===== src/rtl/crc4_mf_pkg.sv =====
package crc4_mf_pkg;
    localparam logic [5:0] MFA_WORD     = 6'b001011;
    localparam int         MFA_BITS     = $bits(MFA_WORD);
    localparam int         MF_FRAMES    = 16;
    localparam int         POS_W        = $clog2(MF_FRAMES);
    localparam logic [POS_W-1:0] MFA_END_POS = POS_W'(11);

    typedef enum logic [1:0] {
        LK_HUNT    = 2'd0,
        LK_CONFIRM = 2'd1,
        LK_LOCKED  = 2'd2
    } lock_state_e;
endpackage


===== src/rtl/crc4_mfa_window.sv =====
module crc4_mfa_window
    import crc4_mf_pkg::*;
(
    input  logic clk,
    input  logic rst_n,
    input  logic clear,
    input  logic shift_en,
    input  logic bit_in,
    output logic match
);
    localparam int FILL_W = $clog2(MFA_BITS + 1);

    typedef struct packed {
        logic [MFA_BITS-1:0] win;
        logic [FILL_W-1:0]   fill;
    } win_regs_t;

    win_regs_t win_d, win_q;
    logic [MFA_BITS-1:0] win_next;
    logic                full_next;

    always_comb begin
        win_d     = win_q;
        win_next  = {win_q.win[MFA_BITS-2:0], bit_in};
        full_next = (win_q.fill >= FILL_W'(MFA_BITS - 1));
        match     = shift_en && full_next && (win_next == MFA_WORD);
        if (clear) begin
            win_d = '0;
        end else if (shift_en) begin
            win_d.win = win_next;
            if (win_q.fill != FILL_W'(MFA_BITS))
                win_d.fill = FILL_W'(win_q.fill + 1'b1);
        end
    end

    always_ff @(posedge clk or negedge rst_n) begin
        if (!rst_n) win_q <= '0;
        else        win_q <= win_d;
    end

    // a match is never reported before six bits were gathered since the clear
    a_r1_no_short_match: assert property (@(posedge clk) disable iff (!rst_n)
        (win_q.fill < FILL_W'(MFA_BITS - 1)) |-> !match);

    // with no shift and no clear the window is frozen
    a_r10_window_hold: assert property (@(posedge clk) disable iff (!rst_n)
        (!shift_en && !clear) |=> $stable(win_q));
endmodule


===== src/rtl/crc4_mf_locker.sv =====
module crc4_mf_locker
    import crc4_mf_pkg::*;
(
    input  logic             clk,
    input  logic             rst_n,
    input  logic             clear,
    input  logic             tick,
    input  logic             match,
    output logic             locked,
    output logic             lock_evt,
    output logic [POS_W-1:0] pos
);
    typedef struct packed {
        lock_state_e      state;
        logic [POS_W-1:0] pos;
    } lk_regs_t;

    lk_regs_t lk_d, lk_q;
    logic [POS_W-1:0] pos_inc;

    always_comb begin
        lk_d     = lk_q;
        lock_evt = 1'b0;
        pos_inc  = POS_W'(lk_q.pos + 1'b1);
        if (clear) begin
            lk_d.state = LK_HUNT;
            lk_d.pos   = '0;
        end else if (tick) begin
            unique case (lk_q.state)
                LK_HUNT: begin
                    if (match) begin
                        lk_d.state = LK_CONFIRM;
                        lk_d.pos   = MFA_END_POS;
                    end
                end
                LK_CONFIRM: begin
                    lk_d.pos = pos_inc;
                    if (pos_inc == MFA_END_POS) begin
                        if (match) begin
                            lk_d.state = LK_LOCKED;
                            lock_evt   = 1'b1;
                        end else begin
                            lk_d.state = LK_HUNT;
                            lk_d.pos   = '0;
                        end
                    end
                end
                LK_LOCKED: lk_d.pos = pos_inc;
                default: begin
                    lk_d.state = LK_HUNT;
                    lk_d.pos   = '0;
                end
            endcase
        end
    end

    always_ff @(posedge clk or negedge rst_n) begin
        if (!rst_n) begin
            lk_q.state <= LK_HUNT;
            lk_q.pos   <= '0;
        end else begin
            lk_q <= lk_d;
        end
    end

    assign locked = (lk_q.state == LK_LOCKED);
    assign pos    = lk_q.pos;

    // lock is entered only from the confirming state
    a_r2_lock_after_confirm: assert property (@(posedge clk) disable iff (!rst_n)
        $rose(locked) |-> $past(lk_q.state == LK_CONFIRM));

    // position advances by one per frame while locked
    a_r4_pos_advance: assert property (@(posedge clk) disable iff (!rst_n)
        (locked && tick && !clear) |=> (lk_q.pos == POS_W'($past(lk_q.pos) + 1'b1)));

    // no frame strobe, no change
    a_r10_lock_hold: assert property (@(posedge clk) disable iff (!rst_n)
        (!tick && !clear) |=> ($stable(lk_q.state) && $stable(lk_q.pos)));
endmodule


===== src/rtl/crc4_iw_timer.sv =====
module crc4_iw_timer #(
    parameter int TIMEOUT_FRAMES = 3200
) (
    input  logic clk,
    input  logic rst_n,
    input  logic clear,
    input  logic tick,
    input  logic lock_evt,
    input  logic iw_off,
    output logic iw_mode
);
    localparam int CNT_W = $clog2(TIMEOUT_FRAMES + 1);
    localparam logic [CNT_W-1:0] LAST_CNT = CNT_W'(TIMEOUT_FRAMES - 1);

    typedef struct packed {
        logic [CNT_W-1:0] cnt;
        logic             decided;
        logic             iw;
    } tm_regs_t;

    tm_regs_t tm_d, tm_q;

    always_comb begin
        tm_d = tm_q;
        if (clear) begin
            tm_d = '0;
        end else if (tick && !tm_q.decided) begin
            if (lock_evt) begin
                tm_d.decided = 1'b1;
            end else if (tm_q.cnt == LAST_CNT) begin
                tm_d.decided = 1'b1;
                tm_d.iw      = !iw_off;
            end else begin
                tm_d.cnt = CNT_W'(tm_q.cnt + 1'b1);
            end
        end
    end

    always_ff @(posedge clk or negedge rst_n) begin
        if (!rst_n) tm_q <= '0;
        else        tm_q <= tm_d;
    end

    assign iw_mode = tm_q.iw;

    // once non-CRC-4 working is chosen it stays until alignment loss
    a_r8_iw_sticky: assert property (@(posedge clk) disable iff (!rst_n)
        (tm_q.iw && !clear) |=> tm_q.iw);

    // a CRC-4 decision is never overturned
    a_r7_crc_kept: assert property (@(posedge clk) disable iff (!rst_n)
        (tm_q.decided && !tm_q.iw && !clear) |=> !tm_q.iw);

    // the mode only rises when interworking was enabled
    a_r9_off_blocks: assert property (@(posedge clk) disable iff (!rst_n)
        $rose(tm_q.iw) |-> $past(!iw_off));

    // no early expiry before the final timer frame
    a_r6_no_early: assert property (@(posedge clk) disable iff (!rst_n)
        (!tm_q.decided && (tm_q.cnt != LAST_CNT)) |=> !tm_q.iw);
endmodule


===== src/rtl/crc4_mf_align.sv =====
module crc4_mf_align
    import crc4_mf_pkg::*;
#(
    parameter int TIMEOUT_FRAMES = 3200
) (
    input  logic             clk,
    input  logic             rst_n,
    input  logic             bas_sync,
    input  logic             frm_valid,
    input  logic             frm_nfas,
    input  logic             frm_bit1,
    input  logic             interwork_off,
    output logic             crc_sync_n,
    output logic             iw_status,
    output logic             rx_crc_en,
    output logic             tx_ebit_zero,
    output logic [POS_W-1:0] mf_pos
);
    logic clear, tick, shift_en, match;
    logic locked, lock_evt, iw_mode;
    logic [POS_W-1:0] pos;

    assign clear    = !bas_sync;
    assign tick     = frm_valid && bas_sync;
    assign shift_en = tick && frm_nfas;

    crc4_mfa_window u_window (
        .clk      (clk),
        .rst_n    (rst_n),
        .clear    (clear),
        .shift_en (shift_en),
        .bit_in   (frm_bit1),
        .match    (match)
    );

    crc4_mf_locker u_locker (
        .clk      (clk),
        .rst_n    (rst_n),
        .clear    (clear),
        .tick     (tick),
        .match    (match),
        .locked   (locked),
        .lock_evt (lock_evt),
        .pos      (pos)
    );

    crc4_iw_timer #(
        .TIMEOUT_FRAMES (TIMEOUT_FRAMES)
    ) u_timer (
        .clk      (clk),
        .rst_n    (rst_n),
        .clear    (clear),
        .tick     (tick),
        .lock_evt (lock_evt),
        .iw_off   (interwork_off),
        .iw_mode  (iw_mode)
    );

    assign crc_sync_n   = !locked;
    assign iw_status    = iw_mode;
    assign tx_ebit_zero = iw_mode;
    assign rx_crc_en    = locked && !iw_mode;
    assign mf_pos       = locked ? pos : '0;

    // losing basic alignment returns every output to its idle value
    a_r5_cleared: assert property (@(posedge clk) disable iff (!rst_n)
        !bas_sync |=> (crc_sync_n && !iw_status && !rx_crc_en && !tx_ebit_zero && (mf_pos == '0)));
endmodule


===== config.mk =====
export PLATFORM = sky130hd
export DESIGN_NAME = crc4_mf_align
export DESIGN_NICKNAME = d
export VERILOG_FILES = /design/src/rtl/crc4_mf_pkg.sv /design/src/rtl/crc4_mfa_window.sv /design/src/rtl/crc4_mf_locker.sv /design/src/rtl/crc4_iw_timer.sv /design/src/rtl/crc4_mf_align.sv
export SDC_FILE = /design/constraint.sdc
export NUM_CORES = 1
export LEC_CHECK = 0
export BUFFER_PORTS_ARGS = -buffer_cell sky130_fd_sc_hd__buf_2
export CAP_MARGIN = 0
export CORE_UTILIZATION = 53
export CTS_CLUSTER_SIZE = 20
export DETAILED_ROUTE_END_ITERATION = 10
export PLACE_DENSITY = 0.75
export SYNTH_ARGS = -nofsm -noshare
export SYNTH_HDL_FRONTEND = slang
export SYNTH_SLANG_ARGS = --single-unit

===== constraint.sdc =====
create_clock -name clk -period 2.2 [get_ports clk]
set_clock_uncertainty 0.15 [all_clocks]
set_input_delay 0.33 -clock clk [delete_from_list [all_inputs] [get_ports clk]]
set_output_delay 0.33 -clock clk [all_outputs]
set_load 0.05 [all_outputs]

==> flow_metrics.env, run 1 <==
export IMPL_synth_edf_count=0
export IMPL_dp_hpwl_um=2770
export IMPL_drv_cap=0
export IMPL_route_vias_total=1637
export IMPL_cts_htree_levels=1
export IMPL_run_status="complete, but fails checks"
export IMPL_clk_path_buf_depth=2
export IMPL_design_die_area_mm2=0.00355
export IMPL_hp_class="in -> reg"
export IMPL_num_rows=20
export IMPL_diodes=0
export IMPL_antenna_found_initial=0
export IMPL_worstPathCellList="buf_6, and3b_1, o21a_1, o211a_4, buf_12, or4_4, a21oi_2"
export IMPL_total_power_uw=900
export IMPL_netlist_area_mm2=0.00176
export IMPL_critical_path_slowest_cell="or4_4"
export IMPL_core_area_mm2=0.00310
export IMPL_crit_start="u_locker.pos[1]$_DFFE_PN0P_"
export IMPL_wl_per_cell_um=15.6
export IMPL_min_period_ns=2.23
export IMPL_setup_viol_count_final=2
export IMPL_crit_type="reg -> reg"
export IMPL_overflow=0
export IMPL_yosysUniqueCellTypes=48
export IMPL_ant_nets=0
export IMPL_critical_path_max_stage_delay_ns=0.51
export IMPL_grt_busiest_layer="met2"
export IMPL_final_seq_area_um2=703
export IMPL_ir_worst_vdd_uv=249
export IMPL_p_per_area_mw_per_mm2=410
export IMPL_grt_max_degree=29
export IMPL_grt_pass1_vias=1467
export IMPL_setup_ws_ns=-0.0261
export IMPL_drv_slew=0
export IMPL_grt_util_all_layers_pct=23.7
export IMPL_cts_sinks=28
export IMPL_met3_usage_pct=2.62
export IMPL_grt_pass1_wl_um=6420
export IMPL_avgViaCountPerCell=6.06
export IMPL_syn_nets=209
export IMPL_fp_dieH_um=59.6
export IMPL_path_depth=7
export IMPL_leakage_uw=0.000938
export IMPL_critical_path_top_delay_family="simple AND/OR/NAND/NOR gates"
export IMPL_yosysWarningCount=0
export IMPL_async_flop_share_pct=100
export IMPL_die_x_um=59.6
export IMPL_totalNegativeSetupSlack_ns=-0.0341
export IMPL_nets=240
export IMPL_wirelength_um=4200
export IMPL_rsz0062_at_grt="yes"
export IMPL_drtIter0Drc=78
export IMPL_synth_cells=196
export IMPL_place_gp_congestion=0.887
export IMPL_clk_pin_slew_ns=0.16
export IMPL_synth_seq_cells=28
export IMPL_cp_buffers_inverters=2
export IMPL_numCtsBuffers=3
export IMPL_crit_fanout=7
export IMPL_multiInputGateArea_mm2=0.00108
export IMPL_critPathCaptureType="register"
export IMPL_start_util_pct=56.6
export IMPL_use_met1_pct=31.7
export IMPL_clock_latency_ns=0.34
export IMPL_start_kind="register"
export IMPL_finalHoldViolations=0
export IMPL_first_pass_iters=4
export IMPL_reg2reg_depth=7
export IMPL_ios=15
export IMPL_fmax_ghz=0.449
export IMPL_nFillCells=256
export IMPL_r2r_end="u_timer.tm_q[13]$_DFFE_PN0P_"
export IMPL_io_buffers=14
export IMPL_tightest_slew_ns=0.633
export IMPL_ys_flop_type="dfrtp_1"
export IMPL_fin_crit_sh_pct=101
export IMPL_seq_area_frac_synth_pct=39.9
export IMPL_failed_checks="setup timing"
export IMPL_required_ns=2.33
export IMPL_drc=0
export IMPL_ff2ff_setup_slack_ns=-0.03
export IMPL_worstPathArrival_ns=2.35
export IMPL_grtUsageMet2_pct=40.3
export IMPL_crit_end="u_timer.tm_q[13]$_DFFE_PN0P_"
export IMPL_syn_to_final_growth_pct=25.2
export IMPL_timing_rr_start="u_locker.pos[1]$_DFFE_PN0P_"
export IMPL_clockRootBuffer="clkbuf_4"
export IMPL_drive_gt1_share_pct=29.2
export IMPL_slew_headroom_pct=57.8
export IMPL_synth_area_per_cell_um2=8.96
export IMPL_cts_tree="done"
-- layout make-up --
| type | instances | area share [%] |
|---|---|---|
| inverters | 6 | 1.03 |
| multi-input cells | 149 | 49.3 |
| well taps | 44 | 2.51 |
| clock buffers | 4 | 1.65 |
| repair buffers | 39 | 13.6 |
| flip-flops and latches | 28 | 32.0 |
-- metrics by stage --
step	cells	setup WS, ns	utilization [%]	hold slack [ns]	instance area, µm²
final	270	-0.0261	70.8	0.113	2200
after global routing	270	-0.110	70.8	0.102	2200
after CTS	269	-0.0314	66.2	0.105	2050
after detailed placement	262	-0.0705	63.9	0.239	1980
after global placement	262	0.0146	63.9	0.228	1980
after floorplan	196	-0.0765	-	-0.116	1760
-- synth_stat cells (all sizes together), types with 3 or more instances --
master,number,area (µm²)
nor2,10,37.5
nor3,6,30.0
o21ai,5,25.0
nand4,5,31.3
nor4,6,52.6
nand2,20,75.1
nand2b,7,43.8
o21a,3,22.5
or4,5,37.5
inv,5,18.8
o31ai,5,37.5
buf,7,46.3
nor2b,3,18.8
nand3,13,65.1
a22o,3,26.3
clkbuf,6,22.5
a21oi,15,75.1
ha,6,75.1
mux2i,4,40.0
and2,4,25.0
dfrtp,28,701
-- report_power, final --
part           total, µW  switching (µW)  internal, µW
clock                263             162           102
combinational       97.2            60.8          36.3
sequential           540            14.6           525
-- tightest hold or removal path, cell delays in order --
cell	delay [ns]
buf_2	0.11
nand3_1	0.07
a21oi_1	0.06
-- kinds of logic after synthesis --
| group | after synthesis | share of synthesized area, % |
|---|---|---|
| and+or+nand+nor | 92 | 30.1 |
| DFF | 28 | 39.9 |
| buffers and inverters | 19 | 5.20 |
| AOI/OAI and AO/OA | 44 | 16.6 |
| muxes | 5 | 2.92 |
| xor gates and xnor gates | 2 | 0.998 |
| adders and majority gates | 6 | 4.28 |
-- what timing repair did --
action	4_1_cts	5_1_grt
endpoints found under the hold margin	28	0
setup endpoints to repair	8	14
resized for setup	4	24
cloned	0	1
pin swaps	6	13
buffers inserted	2	0
hold buffers	1	0
-- placed cells by master, fill, tap and decap left out, drive strengths merged, types with 2 or more instances in the layout --
cell type / count
xnor2: 2
and4b: 2
a21oi: 15
nand2: 20
a211oi: 2
clkbuf: 5
o31a: 2
a22o: 3
dfrtp: 28
mux2i: 4
o21a: 3
nand3: 13
or4: 5
nand4: 5
nor3: 6
nand2b: 7
and2: 4
buf: 37
inv: 5
ha: 6
o31ai: 5
nor2: 10
nor4: 6
nor2b: 3
and3: 2
o21ai: 5
nand3b: 2
-- sequential cells by signal (all words and copies together), names as in the netlist --
register	cells
u_locker.lk_q	2
u_locker.pos	4
u_timer.iw_mode	1
u_timer.tm_q	13
u_window.win_next	5
u_window.win_q	3
-- layer usage --
| layer | wire (µm) | vias up |
|---|---|---|
| li1 | - | 778 |
| met1 | 1940 | 811 |
| met2 | 2070 | 45 |
| met3 | 172 | 3 |
| met4 | 22 | 0 |
| met5 | 0 | - |
-- worst min-delay path by stage --
stage	cells past startpoint	end	from	slack, ns
after floorplan	0	u_locker.lk_q[4]$_DFFE_PN0P_	rst_n	-0.12
after global placement	1	u_timer.tm_q[13]$_DFFE_PN0P_	rst_n	0.23
after detailed placement	1	u_timer.tm_q[13]$_DFFE_PN0P_	rst_n	0.24
after CTS	3	u_window.win_next[1]$_DFFE_PN0P_	frm_bit1	0.11
after global routing	3	u_window.win_next[1]$_DFFE_PN0P_	frm_bit1	0.10
final	3	u_window.win_next[1]$_DFFE_PN0P_	frm_bit1	0.11
No activity file was read; power rests on OpenSTA's default activity.
==> inputs of run 2 (changes only) <==
CAP_MARGIN = unset   (was 0)
RECOVER_POWER = 50   (was unset)
==> run 2 against run 1 <==
The run still ends with setup timing left. Combinational power about the same. Total power about the same. Final area unchanged. First-iteration DRC count stayed put. Wire length barely moved. Die area unchanged. Sequential power about the same. Critical path type unchanged. Largest power group unchanged.
==> flow_metrics.env, run 2 (synthesized netlist as in run 1, its figures left out) <==
export IMPL_run_status="complete, but fails checks"
export IMPL_failed_checks="setup timing"
export IMPL_clk_pin_slew_ns=0.16
export IMPL_avgViaCountPerCell=6.06
export IMPL_cts_sinks=28
export IMPL_utilization_pct=70.8
export IMPL_cts_tree="done"
export IMPL_p_per_area_mw_per_mm2=410
export IMPL_drtIter0Drc=78
export IMPL_start_util_pct=56.6
export IMPL_wl_per_cell_um=15.6
export IMPL_hp_class="in -> reg"
export IMPL_die_x_um=59.6
export IMPL_clock_latency_ns=0.34
export IMPL_cts_htree_levels=1
export IMPL_drive_gt1_share_pct=29.2
export IMPL_first_pass_iters=4
export IMPL_totalNegativeSetupSlack_ns=-0.0341
export IMPL_io_buffers=14
export IMPL_final_cell_mix="dfrtp_1, nand2_1, buf_4, nand3_1, buf_2"
export IMPL_p_int_uw=663
export IMPL_rsz0062_at_grt="yes"
export IMPL_wirelength_um=4200
export IMPL_design_die_area_mm2=0.00355
export IMPL_antenna_found_initial=0
export IMPL_layout_commonest_cell="dfrtp_1"
export IMPL_required_ns=2.33
export IMPL_clockRootBuffer="clkbuf_4"
export IMPL_fmax_ghz=0.449
export IMPL_drv_cap=0
export IMPL_num_rows=20
export IMPL_seq_power_share_pct=59.9
export IMPL_fin_crit_sh_pct=101
export IMPL_critPathCaptureType="register"
export IMPL_diodes=0
export IMPL_slew_headroom_pct=53.0
export IMPL_whs_path_depth=3
export IMPL_syn_to_final_growth_pct=25.2
export IMPL_swShare_pct=26.4
export IMPL_grt_pass1_wl_um=6420
export IMPL_ios=15
export IMPL_largest_reg_flops=13
export IMPL_route_vias_total=1637
export IMPL_dp_hpwl_um=2770
export IMPL_nets=240
export IMPL_drc=0
export IMPL_tightest_slew_ns=0.704
export IMPL_dpl_worst_slack_ns=-0.0705
export IMPL_drv_slew=0
export IMPL_numCtsBuffers=3
export IMPL_start_kind="register"
export IMPL_place_gp_congestion=0.887
export IMPL_finalHoldViolations=0
export IMPL_min_period_ns=2.23
export IMPL_grt_util_all_layers_pct=23.7
export IMPL_ir_worst_vdd_uv=249
export IMPL_clkPwrFrac_pct=29.3
export IMPL_grt_pass1_vias=1467
export IMPL_worstPathArrival_ns=2.35
export IMPL_crit_type="reg -> reg"
export IMPL_switchingPower_uw=237
export IMPL_clk_path_buf_depth=2
export IMPL_setup_ws_ns=-0.0261
export IMPL_ant_nets=0
export IMPL_overflow=0
export IMPL_core_area_mm2=0.00310
export IMPL_grt_max_degree=29
export IMPL_regMostFlops="u_timer.tm_q"
export IMPL_p_comb_share_pct=10.8
export IMPL_fp_dieH_um=59.6
export IMPL_crit_fanout=7
export IMPL_reg2reg_depth=7
export IMPL_leakage_uw=0.000938
export IMPL_setup_viol_count_final=2
run 2: critical path, stage by stage, from the launching register on:
cell and delay [ns]:
dfrtp_2 0.49, buf_6 0.14, and3b_1 0.17, o21a_1 0.18
o211a_4 0.27, buf_12 0.13, or4_4 0.51, a21oi_2 0.12
run 2: layout make-up:
cell class                 instances  area (µm²)
timing repair buffer              39         298
clock buffer                       4        36.3
tap                               44        55.1
inverter                           6        22.5
sequential                        28         703
multi-input combinational        149        1080
fill                             256         906
run 2: final timing paths:
check,startpoint,slack [ns],endpoint
min reg2reg,u_window.win_next[5]$_DFFE_PN0P_,0.40,u_window.win_next[5]$_DFFE_PN0P_
max,u_locker.pos[1]$_DFFE_PN0P_,-0.03,u_timer.tm_q[13]$_DFFE_PN0P_
max reg2reg,u_locker.pos[1]$_DFFE_PN0P_,-0.03,u_timer.tm_q[13]$_DFFE_PN0P_
max in group asynchronous,rst_n,1.01,u_locker.pos[0]$_DFFE_PN0P_
min in group asynchronous,rst_n,0.40,u_timer.tm_q[4]$_DFFE_PN0P_
min,frm_bit1,0.11,u_window.win_next[1]$_DFFE_PN0P_
run 2: per-stage QoR:
step | instance area, µm² | power, µW | instances | hold WS, ns
4_1_cts | 2050 | 894 | 269 | 0.105
3_5_place_dp | 1980 | 638 | 262 | 0.239
5_1_grt | 2200 | 933 | 270 | 0.102
2_1_floorplan | 1760 | 597 | 196 | -0.116
3_3_place_gp | 1980 | 633 | 262 | 0.228
6_report | 2200 | 900 | 270 | 0.113
run 2: power groups by stage:
stage | registers [µW] | logic, µW | clock network [µW]
final | 540 | 97.2 | 263
after global routing | 541 | 109 | 283
after CTS | 538 | 94.1 | 262
after detailed placement | 547 | 91.2 | 0
after global placement | 546 | 87.0 | 0
after floorplan | 546 | 51.0 | 0
run 2: metal layers:
| metal | vias up | GRT usage, % | part of all wire, % |
|---|---|---|---|
| met4 | 0 | 7.31 | 0.52 |
| met1 | 811 | 31.7 | 46 |
| met5 | - | 0 | 0 |
| met2 | 45 | 40.3 | 49 |
| met3 | 3 | 2.62 | 4.1 |
| li1 | 778 | - | - |
run 2: repair_timing:
| item | 4_1_cts | 5_1_grt |
|---|---|---|
| gates cloned | 0 | 1 |
| pin swaps | 6 | 13 |
| resized for setup | 4 | 24 |
| endpoints found under the hold margin | 28 | 0 |
| hold buffers | 1 | 0 |
| setup buffers | 2 | 0 |
| setup endpoints to repair | 8 | 14 |
